[config.mk]
export PLATFORM = sky130hd
export DESIGN_NAME = evo_search
export DESIGN_NICKNAME = d
export VERILOG_FILES = /design/src/rtl/evo_pkg.sv /design/src/rtl/evo_rng.sv /design/src/rtl/evo_pool.sv /design/src/rtl/evo_search.sv
export SDC_FILE = /design/constraint.sdc
export NUM_CORES = 1
export LEC_CHECK = 0
export ABC_AREA = 1
export BUFFER_PORTS_ARGS = -buffer_cell sky130_fd_sc_hd__buf_2
export CAP_MARGIN = 20
export CORE_ASPECT_RATIO = 2
export CORE_UTILIZATION = 40
export DETAILED_ROUTE_END_ITERATION = 7
export REMOVE_ABC_BUFFERS = 1
export SETUP_SLACK_MARGIN = 0.05
export SLEW_MARGIN = 20
export SYNTH_ARGS = -nofsm -noshare
export SYNTH_HDL_FRONTEND = slang
export SYNTH_SLANG_ARGS = --single-unit
[constraint.sdc]
create_clock -name clk -period 5.3 [get_ports clk]
set_input_delay 1.325 -clock clk [delete_from_list [all_inputs] [get_ports clk]]
set_output_delay 1.325 -clock clk [all_outputs]
set_load 0.02 [all_outputs]
[src/rtl/evo_pkg.sv]
package evo_pkg;
    parameter int EVO_N  = 16;   // candidate width in bits
    parameter int EVO_LW = 16;   // signed loss width

    localparam logic [31:0] LFSR_TAPS = 32'h8020_0003;

    typedef struct packed {
        logic                     valid;
        logic [EVO_N-1:0]         vec;
        logic signed [EVO_LW-1:0] loss;
    } cand_t;

    typedef enum logic [2:0] {
        S_IDLE, S_INIT, S_PICK, S_BREED, S_REQ, S_WAIT, S_MERGE, S_DONE
    } phase_t;

    function automatic logic [31:0] lfsr_next(input logic [31:0] s);
        return s[0] ? ((s >> 1) ^ LFSR_TAPS) : (s >> 1);
    endfunction

    function automatic cand_t empty_cand();
        cand_t c;
        c.valid = 1'b0;
        c.vec   = '0;
        c.loss  = {1'b0, {(EVO_LW-1){1'b1}}};
        return c;
    endfunction
endpackage

[src/rtl/evo_rng.sv]
module evo_rng
    import evo_pkg::*;
(
    input  logic        clk,
    input  logic        rst,
    input  logic        load,
    input  logic [31:0] seed,
    input  logic        adv,
    output logic [31:0] state
);
    always_ff @(posedge clk) begin
        if (rst)       state <= 32'd1;
        else if (load) state <= (seed == 32'd0) ? 32'd1 : seed;
        else if (adv)  state <= lfsr_next(state);
    end

    // a zero state would lock the generator
    p_rng_live_r2: assert property (@(posedge clk) disable iff (rst)
        !load |=> state != 32'd0);
endmodule

[src/rtl/evo_pool.sv]
module evo_pool
    import evo_pkg::*;
#(
    parameter int MU = 4
) (
    input  logic  clk,
    input  logic  rst,
    input  logic  clear,
    input  logic  ins_en,
    input  cand_t ins,
    output cand_t ents [MU]
);
    localparam int POS_W = $clog2(MU + 1);

    // entries are sorted, so the count of ranks not worse than ins is a prefix
    logic [POS_W-1:0] pos;
    always_comb begin
        pos = '0;
        for (int i = 0; i < MU; i++)
            if (ents[i].valid && ents[i].loss <= ins.loss)
                pos = POS_W'(i + 1);
    end

    for (genvar g = 0; g < MU; g++) begin : g_slot
        always_ff @(posedge clk) begin
            if (rst || clear)
                ents[g] <= empty_cand();
            else if (ins_en && pos <= POS_W'(g)) begin
                if (pos == POS_W'(g)) ents[g] <= ins;
                else                  ents[g] <= ents[(g > 0) ? g - 1 : 0];
            end
        end
        if (g < MU - 1) begin : g_ord
            p_sorted_r7: assert property (@(posedge clk) disable iff (rst)
                ents[g+1].valid |-> ents[g].valid && ents[g].loss <= ents[g+1].loss);
        end
    end

    p_best_mono_r8: assert property (@(posedge clk) disable iff (rst)
        !clear |=> ents[0].loss <= $past(ents[0].loss));
    p_tie_keep_r8: assert property (@(posedge clk) disable iff (rst)
        !clear && ents[0].valid |=> (ents[0].loss != $past(ents[0].loss)) || $stable(ents[0].vec));
endmodule

[src/rtl/evo_search.sv]
module evo_search
    import evo_pkg::*;
#(
    parameter int MU     = 4,
    parameter int LAMBDA = 4,
    parameter int GEN_W  = 16
) (
    input  logic                     clk,
    input  logic                     rst,
    input  logic                     start,
    input  logic [31:0]              seed,
    input  logic [7:0]               mut_rate,
    input  logic [GEN_W-1:0]         gen_budget,
    output logic                     eval_start,
    output logic [EVO_N-1:0]         eval_vec,
    input  logic                     eval_done,
    input  logic signed [EVO_LW-1:0] eval_loss,
    output logic                     busy,
    output logic                     done,
    output logic [EVO_N-1:0]         best_vec,
    output logic signed [EVO_LW-1:0] best_loss
);
    localparam int PIDX_W  = (MU > 1) ? $clog2(MU) : 1;
    localparam int KIDX_W  = (LAMBDA > 1) ? $clog2(LAMBDA) : 1;
    localparam int BIT_W   = (EVO_N > 1) ? $clog2(EVO_N) : 1;
    localparam int CNT_MAX = (MU > LAMBDA) ? MU : LAMBDA;
    localparam int CNT_W   = $clog2(CNT_MAX) + 1;

    phase_t             st;
    logic               seeding;
    logic [EVO_N-1:0]   work;
    logic [BIT_W-1:0]   bit_idx;
    logic [PIDX_W-1:0]  pa, pb;
    logic [CNT_W-1:0]   cnt;
    logic [GEN_W-1:0]   gen_left;
    logic [7:0]         mut_q;
    cand_t              kids [LAMBDA];
    cand_t              ents [MU];
    logic [31:0]        rnd;
    logic               launch, rng_adv, last_bit, xbit, bred, ins_en;
    cand_t              ins_c;

    assign launch   = (st == S_IDLE || st == S_DONE) && start;
    assign rng_adv  = (st == S_INIT) || (st == S_PICK) || (st == S_BREED);
    assign last_bit = (bit_idx == BIT_W'(EVO_N - 1));

    evo_rng u_rng (
        .clk(clk), .rst(rst), .load(launch), .seed(seed), .adv(rng_adv), .state(rnd)
    );

    // uniform crossover bit, then mutation against the latched threshold
    always_comb begin
        xbit = rnd[0] ? ents[pa].vec[bit_idx] : ents[pb].vec[bit_idx];
        bred = xbit ^ (rnd[15:8] < mut_q);
    end

    always_comb begin
        ins_en = 1'b0;
        ins_c  = '{valid: 1'b1, vec: work, loss: eval_loss};
        if (st == S_WAIT && eval_done && seeding) ins_en = 1'b1;
        if (st == S_MERGE) begin
            ins_en = 1'b1;
            ins_c  = kids[KIDX_W'(cnt)];
        end
    end

    evo_pool #(.MU(MU)) u_pool (
        .clk(clk), .rst(rst), .clear(launch), .ins_en(ins_en), .ins(ins_c), .ents(ents)
    );

    always_ff @(posedge clk) begin
        if (rst) begin
            st       <= S_IDLE;
            seeding  <= 1'b0;
            work     <= '0;
            bit_idx  <= '0;
            pa       <= '0;
            pb       <= '0;
            cnt      <= '0;
            gen_left <= '0;
            mut_q    <= '0;
            for (int k = 0; k < LAMBDA; k++) kids[k] <= empty_cand();
        end else begin
            case (st)
                S_IDLE, S_DONE: if (start) begin
                    st       <= S_INIT;
                    seeding  <= 1'b1;
                    bit_idx  <= '0;
                    cnt      <= '0;
                    gen_left <= gen_budget;
                    mut_q    <= mut_rate;
                end
                S_INIT: begin
                    work[bit_idx] <= rnd[0];
                    bit_idx       <= bit_idx + 1'b1;
                    if (last_bit) st <= S_REQ;
                end
                S_PICK: begin
                    pa      <= PIDX_W'(int'(rnd[7:0]) % MU);
                    pb      <= PIDX_W'(int'(rnd[23:16]) % MU);
                    bit_idx <= '0;
                    st      <= S_BREED;
                end
                S_BREED: begin
                    work[bit_idx] <= bred;
                    bit_idx       <= bit_idx + 1'b1;
                    if (last_bit) st <= S_REQ;
                end
                S_REQ: st <= S_WAIT;
                S_WAIT: if (eval_done) begin
                    bit_idx <= '0;
                    if (seeding) begin
                        if (cnt == CNT_W'(MU - 1)) begin
                            cnt     <= '0;
                            seeding <= 1'b0;
                            st      <= (gen_left == '0) ? S_DONE : S_PICK;
                        end else begin
                            cnt <= cnt + 1'b1;
                            st  <= S_INIT;
                        end
                    end else begin
                        kids[KIDX_W'(cnt)] <= '{valid: 1'b1, vec: work, loss: eval_loss};
                        if (cnt == CNT_W'(LAMBDA - 1)) begin
                            cnt <= '0;
                            st  <= S_MERGE;
                        end else begin
                            cnt <= cnt + 1'b1;
                            st  <= S_PICK;
                        end
                    end
                end
                S_MERGE: begin
                    if (cnt == CNT_W'(LAMBDA - 1)) begin
                        cnt      <= '0;
                        gen_left <= gen_left - 1'b1;
                        st       <= (gen_left == GEN_W'(1)) ? S_DONE : S_PICK;
                    end else
                        cnt <= cnt + 1'b1;
                end
                default: st <= S_IDLE;
            endcase
        end
    end

    assign eval_start = (st == S_REQ);
    assign eval_vec   = work;
    assign busy       = (st != S_IDLE) && (st != S_DONE);
    assign done       = (st == S_DONE);
    assign best_vec   = ents[0].vec;
    assign best_loss  = ents[0].loss;

    p_req_pulse_r4: assert property (@(posedge clk) disable iff (rst)
        eval_start |=> !eval_start);
    p_done_hold_r9: assert property (@(posedge clk) disable iff (rst)
        done && !start |=> done && $stable(best_vec) && $stable(best_loss));
    p_quiet_done_r9: assert property (@(posedge clk) disable iff (rst)
        done |-> !eval_start && !busy);
endmodule

# Word-level counts from Yosys, hierarchy flattened
# Memory sizes are Yosys's and may differ from the RTL's. A register that Yosys moved wholly into a read port is not among the register bits.
# Cells that the tools add are included.
[classes]
addsub = 3
n_lt_le_gt_ge = 13
eq_ne = 18
n_mux = 67
bitwise_logic = 4
n_reduce_logical = 38
[ops]
columns = ["cell", "count"]
rows = [
  ["$mux 32", 8],
  ["$mux 33", 5],
  ["$bmux 33 s2", 2],
  ["$le 16x16->1", 4],
  ["$pmux 16 s2", 2],
  ["$mux 3", 13],
  ["$reduce_or 33->1", 1],
  ["$bwmux 16", 2],
  ["$logic_not 32->1", 1],
  ["$mux 16", 2],
  ["$mux 1", 19],
  ["$pmux 3 s6", 1],
  ["$eq 16x1->1 const B", 1],
  ["$logic_not 16->1", 1],
  ["$pmux 4 s4", 1],
  ["$sub 16x1->16 const B", 1],
  ["$eq 3x2->1 const B", 5],
  ["$logic_and 1x1->1", 13],
  ["$eq 3x3->1 const B", 4],
  ["$reduce_and 3->1", 4],
  ["$mux 2", 5],
  ["$pmux 3 s3", 1],
  ["$bmux 1 s4", 2],
  ["$lt 8x8->1", 1],
  ["26 further kinds", 44],
]
[word_totals]
register_bits = 219
ram_bits = 132
in_bits = 76
out_inout_bits = 51
elab_cells = 166
n_memories = 1
[mem_list]
columns = ["name", "words", "word_bits", "read_ports", "rd_ports_with_merged_regs", "write_ports", "line", "rtl"]
rows = [
  ["kids", 4, 33, 1, 1, 4, "evo_search.sv:37", "cand_t kids [LAMBDA];"],
]

# Longest topological paths before layout
[depth]
depth_word = 11
ltp_mapped = 27
depth_no_buf = 24

# Hierarchy
# From an unflattened synthesis, not the netlist that was laid out.
[unflattened]
hier_cells = 2619
hier_area_um2 = 19542.5
[modules_own_cells]
columns = ["mod", "n_inst", "cells_per_inst", "area_per_inst_um2", "seq_area_each_um2"]
rows = [
  ["evo_search", 1, 1374, 10710.3, 5104.9],
  ["evo_pool", 1, 1026, 7257.0, 2642.5],
  ["evo_rng", 1, 219, 1575.3, 640.6],
]

# Worst setup path after synthesis
# OpenSTA, ideal clock, no wires.
[synth_path]
path_type = "in2reg"
start = "input eval_done"
end = "memory kids[3][0] in the netlist's numbering (enable)"
setup_ns = 0.473
arrival_time_ns = 4.103
required_time_ns = 4.827
setup_slack_ns = 0.724
path_stages = 4
n_path_buf = 0
path_cell_list = "inv_1 > nor3_2 > inv_2 > o31ai_1"
[synth_rtl]
columns = ["element", "line", "rtl"]
rows = [
  ["start: declaration", "evo_search.sv:16", "input logic eval_done,"],
  ["end: declaration", "evo_search.sv:37", ""],
]

# Final worst setup path
[layout_path]
start = "input eval_loss[12]"
end = "register u_pool.ents[110] (netlist name)"
[layout_via]
elab_chain_len = 10
word_cells_on_any_way = 17
classes_between = "5 x order compare; 5 x mux; 7 x reduce/logical"
[layout_lines]
columns = ["element", "line", "rtl"]
rows = [
  ["start: declaration", "evo_search.sv:17", "input logic signed [EVO_LW-1:0] eval_loss,"],
  ["$mux 33 *", "evo_search.sv:61", "if (st == S_MERGE) begin"],
  ["$le 16x16->1", "evo_pool.sv:20", "if (ents[i].valid && ents[i].loss <= ins.loss)"],
  ["$logic_and 1x1->1", "evo_pool.sv:20", ""],
  ["$mux 1", "evo_pool.sv:20", ""],
  ["$mux 2 (2 in a row)", "evo_pool.sv:20", ""],
  ["$mux 3 *", "evo_pool.sv:20", ""],
  ["$le 3x1->1", "evo_pool.sv:28", "else if (ins_en && pos <= POS_W'(g)) begin"],
  ["$logic_and 1x1->1", "evo_pool.sv:28", ""],
  ["$reduce_and 2->1 (no source line) *", "n/a", ""],
]
# Every way passes the cells marked *; elsewhere a longest branch is shown, timed or not.
# A chain may end at the register's enable or synchronous reset.

==> results.tsv <==
metric	value	unit
synthesis.area_per_instance	7.32	um2
synthToLayoutAreaGrowth	12.7	%
place_inst	3348	
run_status	finished clean	
fin_worst_skew	13.2	ps
final_net_count	2901	
drtPass1Iterations	8	
cts_root_buffer	sky130_fd_sc_hd__clkbuf_16	
ys_seq_elements	353	
cap_violations	0	
synth_area_in_xor_xnor	0.224	%
multiInputGateArea	9170	um2
ys_seq_area_share	42.9	%
finalCritPeriodShare	92.6	%
simple_gate_portion_of_the_synthesized_area	26.4	%
boundaryPins	127	
maximum_ir_drop_on_the_vdd_rail	0.283	mV
synth_top_family_by_area	simple AND/OR/NAND/NOR gates	
synth_area_leader_cell	sky130_fd_sc_hd__dfxtp_1	
slew_headroom	13.4	%
timing.critical_path.cells	buf_2 -> inv_1 -> o21ai_0 -> inv_2 -> ha_1 -> nand3_1 -> nor2_1 -> nand2_1 -> nand3_1 -> nand3_1 -> nand2_1 -> nand2_1 -> nor2_4 -> buf_12 -> buf_4 -> a21oi_1 -> o21ai_0	
grt_setup_unrepaired	false	
crit_path_top_delay_cell	sky130_fd_sc_hd__o21ai_0	
cellLeakagePower	9.07	nW
worst-slew-pin-transition	1290	ps
maxClockFrequency	204	MHz
clock_latency	540	ps
initial_cell_density_of_the_core	40.5	%
cts-htree-levels	2	
postCtsSetupBuffers	0	
synth_cell_types	49	
synthesis.yosys.warnings	0	
crit_start_category	primary input	
number_of_rows_created_at_floorplan	114	
vias_after_detailed_routing	18300	
final_period_minus_worst_setup_slack	4910	ps
global_route_wire_length_before_repair	99700	um
register_area	8390	um2
grt_overflow_total	0	
route.antenna.remaining_nets	0	
cp_max_fo	9	
layout.cell_area.non_filler	22100	um2
tritoncts.num_buffers	35	
clock-sinks	353	
cpPeakStageDelay	1000	ps
final_common_cell	sky130_fd_sc_hd__nand2_1	
die_area	49900	um2
n_antenna_cell	0	
starting_drc_count_in_detailed_routing	913	
grt_antenna_before_repair	0	
number_of_standard_cells_after_synthesis	2671	
end_kind	flip-flop	
dp_slack	-156	ps
tritoncts_clock_tree	yes	
synth_compound_gate_area_share	15.1	%
setup.worst_path.class	in -> reg	
synth_mux_area_share	0	%
post_dp_cell_area	21000	um2
vias_in_the_first_global_route	18400	
finalWirelength	64200	um
report.final.hold_viol_count	0	
grt_use_total	26.2	%
place_congestion	0.948	
drt_drc_violations_left	0	
worst-endpoint-required	5760	ps
post_drt_wl_per_cell	18.8	um
syn-cell-area	19600	um2
grt_start_max_net_pins	66	
dominantRegCellSynth	sky130_fd_sc_hd__dfxtp_1	
avgViaCountPerCell	5.38	
yosys.area_share.adder	4.99	%
synth.area.top_cells	sky130_fd_sc_hd__dfxtp_1, sky130_fd_sc_hd__edfxtp_1, sky130_fd_sc_hd__nand2_1	
dpl_hpwl	45400	um
setup_ws	393	ps
synth_top_area_share	22.6	%
max-clock-path-buffers	3	
p_per_area	357	nW/um2
fp.coreArea	48400	um2
clk_transition_reported_paths	70	ps
hold_class	reg -> reg	
hold_ws	463	ps
layout.filler_cells	4880	
final_cells	3410	
floorplan.die.height	315	um
synthArstFlopShare	0	%
layout_common_cells	sky130_fd_sc_hd__nand2_1, sky130_fd_sc_hd__nor2_1, sky130_fd_sc_hd__inv_1	
timing.final.max_slew_violations	0	
final-setup-viol-count	0	
number_of_flops_mapped_to_enable_cells_by_yosys	132	
die-width	158	um
fraction_of_final_layout_cells_sized_beyond_drive_strength_1	11.6	%
critPathArrivalTime	5370	ps
portbufs	126	
sequential cells by signal, summed over array words and instances (netlist names), named ones only:
signal and flops:
seeding 1, mut_q 8, eval_vec 16, u_rng.state 32
u_pool.ents 132, bit_idx 4, pb 2, pa 2
gen_left 16, st 3, cnt 3, kids 132
synth_stat cells (5+ instances only):
cell type and instances:
sky130_fd_sc_hd__nand2_1 584, sky130_fd_sc_hd__nor2_1 349, sky130_fd_sc_hd__inv_1 278, sky130_fd_sc_hd__nand3_1 227, sky130_fd_sc_hd__dfxtp_1 221, sky130_fd_sc_hd__o21ai_0 219
sky130_fd_sc_hd__a21oi_1 174, sky130_fd_sc_hd__edfxtp_1 132, sky130_fd_sc_hd__ha_1 78, sky130_fd_sc_hd__clkbuf_1 69, sky130_fd_sc_hd__buf_2 55, sky130_fd_sc_hd__buf_4 37
sky130_fd_sc_hd__o32ai_1 32, sky130_fd_sc_hd__nor3_1 31, sky130_fd_sc_hd__o211ai_1 31, sky130_fd_sc_hd__a211oi_1 23, sky130_fd_sc_hd__inv_2 18, sky130_fd_sc_hd__buf_1 13
sky130_fd_sc_hd__a31oi_1 12, sky130_fd_sc_hd__nand4_1 10, sky130_fd_sc_hd__o21ai_1 10, sky130_fd_sc_hd__nor4_1 6, sky130_fd_sc_hd__buf_6 5, sky130_fd_sc_hd__nor2_2 5
sky130_fd_sc_hd__nor2_4 5, sky130_fd_sc_hd__o21a_1 5
worst paths after layout:
kind | start | endpoint | slack (ps) | depth (start not counted)
max | eval_loss[12] | u_pool.ents[110] | 390 | 17
min reg2reg | cnt[2] | cnt[2] | 460 | 2
max reg2reg | st[0] | u_pool.ents[110] | 410 | 19
min | cnt[2] | cnt[2] | 460 | 2
metal layers:
layer  track usage, %  up-vias  wire length, um  part of all wire, %
li1                 -     8948                -                    -
met4             21.0        0             5440                  8.5
met1             25.6     8599            22400                   35
met2             48.7      613            33300                   52
met3             3.16      185             3050                  4.8
met5                0        -                0                    0
kinds of logic (layout without fill, tap and decap cells):
| group | count (synthesis) | after routing |
|---|---|---|
| buffers and inverters | 478 | 579 |
| xor gates and xnor gates | 5 | 5 |
| and+or+nand+nor | 1235 | 1235 |
| DFF | 353 | 353 |
| adders and majority gates | 78 | 78 |
| AOI/OAI and AO/OA | 522 | 522 |
critical path, delay by kind of cell:
family / cells / cell delay (ps)
adder cells (fa/ha/maj): 1 / 390
AO/OA/AOI/OAI: 3 / 1230
AND/OR/NAND/NOR: 8 / 1630
buffers and inverters: 5 / 760
where the power goes:
group | total, mW | internal (mW) | leakage, nW | switching [mW]
clock | 2.47 | 1.36 | 0.535 | 1.11
sequential | 3.30 | 3.05 | 2.95 | 0.249
combinational | 2.11 | 0.687 | 5.59 | 1.42
cell type report:
| cell class | count | share of cell area [%] |
|---|---|---|
| multi-input cells | 1840 | 41.6 |
| flip-flops and latches | 353 | 38.1 |
| repair buffers | 218 | 6.73 |
| inverters | 299 | 5.10 |
| clock buffers | 52 | 4.51 |
| well taps | 638 | 3.62 |
| clock inverters | 10 | 0.403 |
what timing repair did:
item	4_1_cts	5_1_grt
resized for setup	0	4
hold buffers	0	0
endpoints found under the setup margin	0	131
stage by stage:
stage / util, % / TNS [ps] / total power, mW
CTS: 45.6 / 0 / 7.92
detailed placement: 43.4 / -10950 / 5.46
global route: 45.6 / 0 / 8.30
global placement: 43.3 / -4750 / 5.41
floorplan: - / -150420 / 4.70
finish: 45.6 / 0 / 7.88
Power figures use the tool's default switching activity.
